`config.mk`:
```
export PLATFORM = sky130hd
export DESIGN_NAME = intack_seq_top
export DESIGN_NICKNAME = d
export VERILOG_FILES = /design/src/rtl/intack_pkg.sv /design/src/rtl/intack_pulse_tracker.sv /design/src/rtl/intack_cascade.sv /design/src/rtl/intack_composer.sv /design/src/rtl/intack_seq_top.sv
export SDC_FILE = /design/constraint.sdc
export NUM_CORES = 1
export LEC_CHECK = 0
export BUFFER_PORTS_ARGS = -buffer_cell sky130_fd_sc_hd__buf_4
export CORE_AREA = 2 2 61 63
export DETAILED_ROUTE_END_ITERATION = 10
export DIE_AREA = 0 0 63 65
export HOLD_SLACK_MARGIN = 0.06
export PLACE_DENSITY = 0.8
export REMOVE_ABC_BUFFERS = 1
export SLEW_MARGIN = 10
export SYNTH_ARGS = -nofsm -noshare
export SYNTH_HDL_FRONTEND = slang
export SYNTH_HIERARCHICAL = 1
export SYNTH_SLANG_ARGS = --single-unit
```
`constraint.sdc`:
```
create_clock -name clk -period 3.82 [get_ports clk]
set_clock_uncertainty 0.05 [all_clocks]
set_input_delay 0.764 -clock clk [delete_from_list [all_inputs] [get_ports clk]]
set_output_delay 0.764 -clock clk [all_outputs]
set_load 0.02 [all_outputs]
```
`src/rtl/intack_pkg.sv`:
```
// Shared types and constants for the interrupt-acknowledge sequencer.
// Assumes at most three acknowledge pulses per sequence.
package intack_pkg;

    typedef enum logic [1:0] {
        PH_IDLE   = 2'd0,
        PH_FIRST  = 2'd1,
        PH_SECOND = 2'd2,
        PH_THIRD  = 2'd3
    } ack_ph_t;

    localparam logic [7:0] INTACK_CALL_OP = 8'hCD;

    // Role selection: buffered configurations take the role from a config bit.
    function automatic logic resolve_master(input logic buffered,
                                            input logic buf_master,
                                            input logic strap);
        return buffered ? buf_master : strap;
    endfunction

endpackage

```
`src/rtl/intack_pulse_tracker.sv`:
```
// Counts acknowledge pulses and reports start/end events and the pulse index.
// Assumes ack_n is already synchronous to clk; the mode is latched on pulse 1.
module intack_pulse_tracker
    import intack_pkg::*;
(
    input  logic    clk,
    input  logic    rst_n,
    input  logic    ack_n,
    input  logic    call_mode,
    output logic    start_o,
    output logic    end_o,
    output ack_ph_t start_ph_o,
    output logic    start_mode_o,
    output ack_ph_t phase_o,
    output logic    mode_o,
    output logic    seq_done_o
);

    logic    ack_prev;
    ack_ph_t phase_q;
    logic    mode_q;
    ack_ph_t last_ph;

    // Edge detection on the sampled acknowledge level.
    always_comb begin
        start_o = ack_prev & ~ack_n;
        end_o   = ~ack_prev & ack_n;
    end

    // Index and mode seen by the pulse that starts now.
    always_comb begin
        start_ph_o   = ack_ph_t'(2'(phase_q) + 2'd1);
        start_mode_o = (phase_q == PH_IDLE) ? call_mode : mode_q;
        last_ph      = mode_q ? PH_THIRD : PH_SECOND;
        seq_done_o   = end_o & (phase_q == last_ph);
    end

    // Previous acknowledge sample; idle level is high.
    always_ff @(posedge clk) begin
        if (!rst_n) ack_prev <= 1'b1;
        else        ack_prev <= ack_n;
    end

    // Pulse index and latched mode for the running sequence.
    always_ff @(posedge clk) begin
        if (!rst_n) begin
            phase_q <= PH_IDLE;
            mode_q  <= 1'b0;
        end else if (start_o) begin
            phase_q <= start_ph_o;
            if (phase_q == PH_IDLE) mode_q <= call_mode;
        end else if (seq_done_o) begin
            phase_q <= PH_IDLE;
        end
    end

    assign phase_o = phase_q;
    assign mode_o  = mode_q;

endmodule

```
`src/rtl/intack_cascade.sv`:
```
// Cascade bus handling: a master publishes the slave ID, a slave matches it.
// Assumes the master's ID is stable on cas_in by the start of pulse 2.
module intack_cascade
    import intack_pkg::*;
#(
    parameter int NUM_LEVELS = 8,
    localparam int ID_W = $clog2(NUM_LEVELS)
) (
    input  logic                  clk,
    input  logic                  rst_n,
    input  logic                  is_master,
    input  logic                  start,
    input  ack_ph_t               start_ph,
    input  logic                  seq_done,
    input  logic [ID_W-1:0]       level_now,
    input  logic [NUM_LEVELS-1:0] slave_map,
    input  logic [ID_W-1:0]       cas_in,
    input  logic [ID_W-1:0]       own_id,
    output logic                  attached_now,
    output logic                  matched_now,
    output logic [ID_W-1:0]       cas_out,
    output logic                  cas_oe
);

    logic            attached_q;
    logic            matched_q;
    logic [ID_W-1:0] eq_bits;
    logic            id_equal;

    // Bitwise ID comparator.
    for (genvar i = 0; i < ID_W; i++) begin : g_cmp
        assign eq_bits[i] = ~(cas_in[i] ^ own_id[i]);
    end
    assign id_equal = &eq_bits;

    // Current-sequence view, using live values on the deciding pulse.
    always_comb begin
        attached_now = (start_ph == PH_FIRST)  ? slave_map[level_now] : attached_q;
        matched_now  = (start_ph == PH_SECOND) ? id_equal             : matched_q;
    end

    // Sequence-wide attach and match flags.
    always_ff @(posedge clk) begin
        if (!rst_n) begin
            attached_q <= 1'b0;
            matched_q  <= 1'b0;
        end else if (start && start_ph == PH_FIRST) begin
            attached_q <= slave_map[level_now];
            matched_q  <= 1'b0;
        end else if (start && start_ph == PH_SECOND) begin
            matched_q  <= id_equal;
        end else if (seq_done) begin
            attached_q <= 1'b0;
            matched_q  <= 1'b0;
        end
    end

    // Master drive of the cascade ID for the whole sequence.
    always_ff @(posedge clk) begin
        if (!rst_n) begin
            cas_oe  <= 1'b0;
            cas_out <= '0;
        end else if (start && start_ph == PH_FIRST) begin
            cas_oe  <= is_master & slave_map[level_now];
            cas_out <= level_now;
        end else if (seq_done) begin
            cas_oe  <= 1'b0;
        end
    end

endmodule

```
`src/rtl/intack_composer.sv`:
```
// Combinational byte composer: decides whether this chip drives a pulse and what.
// Assumes DW exceeds ID_W and the level fits in ID_W bits.
module intack_composer
    import intack_pkg::*;
#(
    parameter int         DW           = 8,
    parameter int         ID_W         = 3,
    parameter int         FINE_SHIFT   = 2,
    parameter int         COARSE_SHIFT = 3,
    parameter logic [7:0] CALL_OP      = INTACK_CALL_OP
) (
    input  ack_ph_t         ph,
    input  logic            call_mode,
    input  logic [ID_W-1:0] level,
    input  logic            is_master,
    input  logic            attached,
    input  logic            matched,
    input  logic [DW-1:0]   vec_base,
    input  logic [DW-1:0]   addr_lo,
    input  logic [DW-1:0]   addr_hi,
    input  logic            wide_interval,
    output logic            drive,
    output logic [DW-1:0]   byte_val
);

    logic          owner;
    logic [DW-1:0] lvl_ext;
    logic [DW-1:0] offset;

    // Who owns the vector/address bytes of this sequence.
    always_comb begin
        owner   = (is_master & ~attached) | (~is_master & matched);
        lvl_ext = DW'(level);
        offset  = wide_interval ? (lvl_ext << COARSE_SHIFT) : (lvl_ext << FINE_SHIFT);
    end

    // Per-pulse byte selection.
    always_comb begin
        drive    = 1'b0;
        byte_val = '0;
        if (call_mode) begin
            unique case (ph)
                PH_FIRST:  begin drive = is_master; byte_val = DW'(CALL_OP); end
                PH_SECOND: begin drive = owner;     byte_val = addr_lo + offset; end
                PH_THIRD:  begin drive = owner;     byte_val = addr_hi; end
                default:   begin drive = 1'b0;      byte_val = '0; end
            endcase
        end else if (ph == PH_SECOND) begin
            drive    = owner;
            byte_val = {vec_base[DW-1:ID_W], level};
        end
    end

endmodule

```
`src/rtl/intack_seq_top.sv`:
```
// Interrupt-acknowledge sequencer top: resolves the role, captures the level,
// and registers the data-bus response. Assumes synchronous acknowledge input.
module intack_seq_top
    import intack_pkg::*;
#(
    parameter int NUM_LEVELS = 8,
    parameter int DW         = 8,
    localparam int ID_W = $clog2(NUM_LEVELS)
) (
    input  logic                  clk,
    input  logic                  rst_n,
    input  logic                  ack_n,
    input  logic                  req_valid,
    input  logic [ID_W-1:0]       req_level,
    input  logic                  call_mode,
    input  logic [DW-1:0]         vec_base,
    input  logic [DW-1:0]         addr_lo,
    input  logic [DW-1:0]         addr_hi,
    input  logic                  wide_interval,
    input  logic [NUM_LEVELS-1:0] slave_map,
    input  logic [ID_W-1:0]       own_id,
    input  logic                  buffered,
    input  logic                  buf_master,
    input  logic                  strap,
    input  logic [ID_W-1:0]       cas_in,
    output logic [ID_W-1:0]       cas_out,
    output logic                  cas_oe,
    output logic [DW-1:0]         dout,
    output logic                  dout_oe,
    output logic                  buf_en
);

    logic            master_role;
    logic            pulse_start;
    logic            pulse_end;
    ack_ph_t         start_ph;
    logic            start_mode;
    ack_ph_t         phase_q;
    logic            mode_q;
    logic            seq_done;
    logic [ID_W-1:0] lvl_q;
    logic [ID_W-1:0] lvl_eff;
    logic [ID_W-1:0] lvl_use;
    logic            attached_now;
    logic            matched_now;
    logic            drive;
    logic [DW-1:0]   byte_val;

    // Role and level selection for the pulse that starts now.
    always_comb begin
        master_role = resolve_master(buffered, buf_master, strap);
        lvl_eff     = req_valid ? req_level : ID_W'(NUM_LEVELS - 1);
        lvl_use     = (start_ph == PH_FIRST) ? lvl_eff : lvl_q;
    end

    intack_pulse_tracker u_track (
        .clk          (clk),
        .rst_n        (rst_n),
        .ack_n        (ack_n),
        .call_mode    (call_mode),
        .start_o      (pulse_start),
        .end_o        (pulse_end),
        .start_ph_o   (start_ph),
        .start_mode_o (start_mode),
        .phase_o      (phase_q),
        .mode_o       (mode_q),
        .seq_done_o   (seq_done)
    );

    intack_cascade #(.NUM_LEVELS(NUM_LEVELS)) u_cas (
        .clk          (clk),
        .rst_n        (rst_n),
        .is_master    (master_role),
        .start        (pulse_start),
        .start_ph     (start_ph),
        .seq_done     (seq_done),
        .level_now    (lvl_use),
        .slave_map    (slave_map),
        .cas_in       (cas_in),
        .own_id       (own_id),
        .attached_now (attached_now),
        .matched_now  (matched_now),
        .cas_out      (cas_out),
        .cas_oe       (cas_oe)
    );

    intack_composer #(.DW(DW), .ID_W(ID_W)) u_comp (
        .ph            (start_ph),
        .call_mode     (start_mode),
        .level         (lvl_use),
        .is_master     (master_role),
        .attached      (attached_now),
        .matched       (matched_now),
        .vec_base      (vec_base),
        .addr_lo       (addr_lo),
        .addr_hi       (addr_hi),
        .wide_interval (wide_interval),
        .drive         (drive),
        .byte_val      (byte_val)
    );

    // Level capture on the first pulse of a sequence.
    always_ff @(posedge clk) begin
        if (!rst_n)                                 lvl_q <= '0;
        else if (pulse_start && start_ph == PH_FIRST) lvl_q <= lvl_eff;
    end

    // Registered data-bus response and buffer enable.
    always_ff @(posedge clk) begin
        if (!rst_n) begin
            dout_oe <= 1'b0;
            dout    <= '0;
            buf_en  <= 1'b0;
        end else if (pulse_start) begin
            dout_oe <= drive;
            dout    <= drive ? byte_val : '0;
            buf_en  <= drive & buffered;
        end else if (pulse_end) begin
            dout_oe <= 1'b0;
            dout    <= '0;
            buf_en  <= 1'b0;
        end
    end

endmodule

```
==> impl_metrics.tcl, run 1 <==
set metrics [dict create \
    status "complete, no violations" \
    required_ps 4030 \
    drc_errors 0 \
    cts_inserted_buffers 3 \
    fp.dieArea_mm2 0.00410 \
    die_y_um 65 \
    swShare_pct 34.1 \
    drt_iter0_markers 36 \
    worstReg2RegStart "u_track/phase_o[0]$_SDFFE_PN0P_" \
    drtAntennaViolNets 0 \
    peakVddDrop_mv 0.149 \
    min_path_cells 2 \
    cts_setup_buffers 0 \
    grt_max_degree 21 \
    slew_viol_final 0 \
    fill_cells 331 \
    rr_endpoint "buf_en$_SDFFE_PN0P_" \
    rsz0062_at_grt "false" \
    netlist_area_mm2 0.00163 \
    synth_cells 189 \
    reg2regPathDepth 11 \
    clock_latency_ps 320 \
    p_comb_share_pct 41.0 \
    synth_compound_area_share_pct 18.2 \
    ff2ff_setup_slack_ps 350 \
    path_max_fanout 8 \
    synth-simple-area-share_pct 26.3 \
    antenna_found_initial 0 \
    grt_use_total_pct 19.9 \
    period_minus_slack_ps 3470 \
    final_cells 298 \
    io_pins 64 \
    setup_viol 0 \
    areaGrowthSynthToFinish_pct 31.3 \
    tns_ps 0 \
    die_w_um 63 \
    cts_sinks 23 \
    seqPwrFrac_pct 40.2 \
    ys_seq_area_share_pct 28.2 \
    regArea_um2 460 \
    fin_util_pct 61.3 \
    min_from "u_cas/attached_q$_SDFFE_PN0P_" \
    min_path_type "reg2reg" \
    ys_types 44 \
    drv_cap 0 \
    clk_pin_slew_ps 130 \
    dr.pass1.iters 4 \
    hold_viol_final 0 \
    place_ws_ps 320 \
    max_freq_mhz 288 \
    multi_input_area_mm2 0.00107 \
    synth_top_family_by_area "simple AND/OR/NAND/NOR gates" \
    coreArea_mm2 0.00350 \
    pwr-share-clk_pct 18.8 \
    setup_ws_ps 350 \
    grt_pass1_wl_um 6580 \
    ys_warn_count 6 \
    grt_overflow 0 \
    crit_path_end_kind "register" \
    gp_congestion 0.759 \
    avgViaCountPerCell 5.31 \
    fin_nets 307 \
    vias 1583 \
    antenna_cells 0 \
    switchingPower_uw 221 \
    holdPathEnd "u_cas/attached_q$_SDFFE_PN0P_" \
    grt_pass1_vias 1514 \
    synthXorXnorAreaFrac_pct 4.29 \
    wl_um 3850 \
    p_per_area_mw_per_mm2 303 \
    avgRoutedWirePerCell_um 12.9 \
    synthAdderAreaFrac_pct 5.06 \
    worst_pin_slew_ps 862 \
    dp_hpwl_um 2960 \
    cts_root_buffer "clkbuf_4" \
    portBuffers 60 \
    row_count 22 \
    synthMuxAreaShare_pct 11.7 \
    p_int_uw 427 \
    clockBufferDepth 2 \
    critical_path_class "reg2reg" \
    syn_area_per_cell_um2 8.64 \
    cp-start-kind "register" \
    relSlewSlack_pct 42.4 \
    cts_tree "built" \
    start_util_pct 46.7 \
    timing.hold.ws_ps 447 \
    worst_ep_arrival_time_ps 3680 \
    htree_levels 1 \
    leakage_nw 0.945 \
    placed_cells 294 \
    synth_seq_cells 23 \
    drive_gt1_share_pct 32.0 \
    fin_crit_sh_pct 90.8 \
]
-- metal layers --
metal	track usage, %	up-vias	share of wire [%]
met5	0	-	0
li1	-	804	-
met3	4.86	4	5.6
met4	4.72	0	0.81
met1	24.3	730	45
met2	35.1	45	49
-- cell type report --
| cell class | count | share of cell area (%) |
|---|---|---|
| clock buffer | 3 | 1.05 |
| multi-input combinational | 150 | 50.0 |
| clock inverter | 1 | 0.350 |
| tap | 48 | 2.80 |
| sequential | 23 | 21.5 |
| timing repair buffer | 66 | 23.1 |
| inverter | 7 | 1.23 |
-- stage by stage --
step           total power, mW  cell area, um2
2_1_floorplan            0.433            1560
3_3_place_gp             0.527            2110
3_5_place_dp             0.531            2110
4_1_cts                  0.654            2140
5_1_grt                  0.691            2140
6_report                 0.649            2140
-- cell usage in the layout, fill, tap and decap left out, types with 3 or more instances in the layout --
master    count
a21o_1        3
o21ai_0       8
a21oi_1      15
nand2b_1      6
nand3b_1      4
inv_1         7
a31oi_1       3
xor2_1        6
nand3_1       3
a211oi_1      4
nor2_1       16
o21ai_1       3
nor2b_1      13
nor3b_1      11
dfxtp_1      23
and3_1        3
nand2_1       8
mux2i_1       8
buf_4        66
o22ai_1       6
mux2_2        4
clkbuf_4      3
ha_1          5
-- critical path, cell delays in order, from the launching register on --
cell and delay (ps):
dfxtp_1 420, inv_1 80, ha_1 320, nand2b_1 230
o21ai_0 570, mux4_1 410, mux2i_2 240, o21ai_1 90
a311oi_1 360, and2_0 430, a21oi_1 120, nor2_1 90
-- state kept, by name, indices dropped and copies added, names as in the netlist, 2 cells and up --
| register | count |
|---|---|
| lvl_q | 3 |
| u_cas/cas_out | 3 |
| u_track/phase_o | 2 |
| dout | 8 |
-- power by group through the flow --
stage          Sequential, mW  Combinational, mW  Clock (mW)
6_report                0.261              0.266       0.122
5_1_grt                 0.262              0.296       0.132
4_1_cts                 0.261              0.266       0.126
3_5_place_dp            0.266              0.265           0
3_3_place_gp            0.266              0.261           0
2_1_floorplan           0.271              0.162           0
-- what timing repair did --
| action | 4_1_cts | 5_1_grt |
|---|---|---|
| endpoints found under the setup margin | 0 | 8 |
| gates resized for setup | 0 | 1 |
| hold buffers | 0 | 0 |
-- logic make-up (layout without fill, tap and decap cells) --
kind of cell,count (synthesis),count (layout)
compound gates,48,48
xor+xnor,8,8
fa+ha+maj,6,6
buf+inv,16,77
flops,23,23
mux,15,15
simple gates,73,73
-- synthesized netlist by cell type (all sizes together) --
library cell  number  area share, %
xor2               6            3.2
mux2i              9            5.7
a311oi             1           0.54
and2               4            1.7
mux4               2            3.2
nand2              9            2.5
nor2b             13            5.0
inv                7            1.6
nor3b             11            5.1
bufbuf             1            1.1
xnor2              2            1.1
a221oi             1           0.54
and3b              2            1.1
nand3b             4            1.8
a21oi             15            4.6
and3               3            1.1
dfxtp             23             28
nor2              16            3.7
clkbuf             2            1.1
o21a               1           0.46
fa                 1            1.2
a21o               3            1.4
and2b              1           0.61
buf                6            2.4
o21ai             11            3.4
mux2               4            2.8
nand2b             6            2.3
a22oi              1           0.77
nand3              3           0.92
ha                 5            3.8
a211oi             5            2.6
or4                1           0.46
o22ai              6            2.3
a31oi              3            1.1
o41ai              1           0.54
-- worst max path at each step --
stage / start / end / slack (ps) / cells after the start
5_1_grt: u_track/phase_o[0]$_SDFFE_PN0P_ / buf_en$_SDFFE_PN0P_ / 30 / 11
6_report: u_track/phase_o[0]$_SDFFE_PN0P_ / buf_en$_SDFFE_PN0P_ / 350 / 11
3_5_place_dp: u_track/phase_o[0]$_SDFFE_PN0P_ / dout[7]$_SDFFE_PN0P_ / 320 / 11
2_1_floorplan: u_track/phase_o[0]$_SDFFE_PN0P_ / buf_en$_SDFFE_PN0P_ / 220 / 11
3_3_place_gp: u_track/phase_o[0]$_SDFFE_PN0P_ / dout[2]$_SDFFE_PN0P_ / 310 / 11
4_1_cts: u_track/phase_o[0]$_SDFFE_PN0P_ / buf_en$_SDFFE_PN0P_ / 270 / 11
(Power assumes the default switching activity.)
==> inputs of run 2 (changes only) <==
--- a/config.mk
+++ b/config.mk
@@ -7,6 +7,7 @@
 export LEC_CHECK = 0
 export BUFFER_PORTS_ARGS = -buffer_cell sky130_fd_sc_hd__buf_4
 export CORE_AREA = 2 2 61 63
+export CTS_BUF_LIST = sky130_fd_sc_hd__clkbuf_8
 export DETAILED_ROUTE_END_ITERATION = 10
 export DIE_AREA = 0 0 63 65
 export HOLD_SLACK_MARGIN = 0.06
==> constraint.sdc (replaced) <==
create_clock -name clk -period 3.82 [get_ports clk]
set_clock_uncertainty 0.05 [all_clocks]
set_input_delay 0.764 -clock clk [delete_from_list [all_inputs] [get_ports clk]]
set_output_delay 0.764 -clock clk [all_outputs]
set_load 0.1 [all_outputs]
==> run 2 against run 1 <==
Sequential power about the same. Routed wire length up 1.8%. Final area up 0.88%. Sequential share of layout area down 0.19 points.
==> impl_metrics.tcl, run 2 (synthesized netlist as in run 1, its figures left out) <==
set metrics [dict create \
    status "complete, no violations" \
    grt_pass1_wl_um 6690 \
    min_path_cells 2 \
    multi_input_area_mm2 0.00107 \
    clk_pin_slew_ps 80 \
    final_cells 298 \
    fill_cells 326 \
    leakage_nw 0.953 \
    holdPathEnd "u_cas/matched_q$_SDFFE_PP0P_" \
    path_max_fanout 8 \
    antenna_found_initial 0 \
    dr.pass1.iters 4 \
    slew_viol_final 0 \
    row_count 22 \
    layout_common_cells "66 x buf_4, 23 x dfxtp_1, 16 x nor2_1" \
    drv_cap 0 \
    avgViaCountPerCell 5.28 \
    ff2ff_setup_slack_ps 370 \
    period_minus_slack_ps 3450 \
    grt_max_degree 21 \
    worst_pin_slew_ps 897 \
    io_pins 64 \
    peakVddDrop_mv 0.135 \
    gp_congestion 0.759 \
    regMostFlops "dout" \
    clockBufferDepth 2 \
    htree_levels 1 \
    hold_viol_final 0 \
    cts_setup_buffers 0 \
    dp_hpwl_um 2960 \
    relSlewSlack_pct 40.1 \
    largest_reg_flops 8 \
    required_ps 3980 \
    regArea_um2 460 \
    avgRoutedWirePerCell_um 13.1 \
    crit_path_end_kind "register" \
    rsz0062_at_grt "false" \
    p_per_area_mw_per_mm2 333 \
    grt_overflow 0 \
    grt_pass1_vias 1518 \
    rr_endpoint "buf_en$_SDFFE_PN0P_" \
    vias 1573 \
    drtAntennaViolNets 0 \
    tns_ps 0 \
    path_delay_family "compound AO/OA/AOI/OAI gates" \
    setup_viol 0 \
    drc_errors 0 \
    coreArea_mm2 0.00350 \
    critical_path_class "reg2reg" \
    cpPeakStageDelay_ps 560 \
    biggestRegsByFlops "dout x8, lvl_q x3, u_cas/cas_out x3" \
    cts_tree "built" \
    grt_use_total_pct 20.4 \
    fin_nets 307 \
    placed_cells 294 \
    fin_crit_sh_pct 90.4 \
    min_path_type "reg2reg" \
    worst_ep_arrival_time_ps 3610 \
    wl_um 3920 \
    reg2regPathDepth 11 \
    path_buf_inv 1 \
    worstReg2RegStart "u_track/phase_o[0]$_SDFFE_PN0P_" \
    clock_latency_ps 270 \
    cts_inserted_buffers 3 \
    die_y_um 65 \
    portBuffers 60 \
    cts_sinks 23 \
    fp.dieArea_mm2 0.00410 \
    slowest_stage "o21ai_0" \
    final_common_cell "buf_4" \
    min_from "u_cas/matched_q$_SDFFE_PP0P_" \
    drt_iter0_markers 63 \
    cp_cell_sequence "inv_1 -> ha_1 -> nand2b_1 -> o21ai_0 -> mux4_1 -> mux2i_2 -> o21ai_1 -> a311oi_1 -> and2_0 -> a21oi_1 -> nor2_1" \
    die_w_um 63 \
    drive_gt1_share_pct 32.0 \
    cp-start-kind "register" \
    cts_root_buffer "clkbuf_8" \
    start_util_pct 46.7 \
    antenna_cells 0 \
    areaGrowthSynthToFinish_pct 32.4 \
    max_freq_mhz 290 \
    cts_hold_buf 0 \
]
[run 2: cell types whose count changed in the layout (fill, tap and decap cells not counted)]
cell	change
clkbuf_4	-3
clkbuf_8	+3
[run 2: worst max path at each step]
stage                                     from              endpoint  slack (ps)  cells past startpoint
2_1_floorplan  u_track/phase_o[0]$_SDFFE_PN0P_   buf_en$_SDFFE_PN0P_         220                     11
3_3_place_gp   u_track/phase_o[0]$_SDFFE_PN0P_  dout[2]$_SDFFE_PN0P_         310                     11
3_5_place_dp   u_track/phase_o[0]$_SDFFE_PN0P_  dout[7]$_SDFFE_PN0P_         320                     11
4_1_cts        u_track/phase_o[0]$_SDFFE_PN0P_   buf_en$_SDFFE_PN0P_         280                     11
5_1_grt        u_track/phase_o[0]$_SDFFE_PN0P_   buf_en$_SDFFE_PN0P_          40                     11
6_report       u_track/phase_o[0]$_SDFFE_PN0P_   buf_en$_SDFFE_PN0P_         370                     11
[run 2: where the power goes]
| group | leakage [nW] | switching [mW] | total, mW | internal [mW] |
|---|---|---|---|---|
| logic | 0.744 | 0.164 | 0.299 | 0.135 |
| clock network | 0.0217 | 0.0875 | 0.162 | 0.0740 |
| registers | 0.187 | 0.00806 | 0.261 | 0.253 |
| total | 0.953 | 0.259 | 0.721 | 0.461 |
[run 2: timing repair]
item	CTS	global route
resized for setup	0	1
endpoints found under the hold margin	0	0
endpoints found under the setup margin	0	8
[run 2: through the flow]
step                      area, um2  hold WS [ps]  setup slack, ps  power [mW]  util (%)
final                          2160           450              368       0.721      61.8
after CTS                      2160           443              282       0.725      61.8
after detailed placement       2110           427              320       0.563      60.5
after global placement         2110           409              313       0.559      60.5
after floorplan                1560           396              217       0.465         -
after global routing           2160           474             37.4       0.761      61.8
[run 2: tightest hold or removal path, cell delays in order (launching register included)]
cell,delay [ps]
dfxtp_1,320
nand3b_1,80
a21oi_1,60
[run 2: final cells by class]
| class | count | area share, % |
|---|---|---|
| Clock inverter | 1 | 0.347 |
| Timing Repair Buffer | 66 | 22.9 |
| Sequential cell | 23 | 21.3 |
| Inverter | 7 | 1.22 |
| Tap cell | 48 | 2.78 |
| Multi-Input combinational cell | 150 | 49.5 |
| Clock buffer | 3 | 1.91 |
[run 2: routing by layer]
metal  vias to the layer above  routed length, um  global-route usage, %
li1                        801                  -                      -
met1                       716               1770                   24.9
met2                        49               1870                   35.5
met3                         7                232                   4.86
met4                         0                 47                   6.39
met5                         -                  0                      0
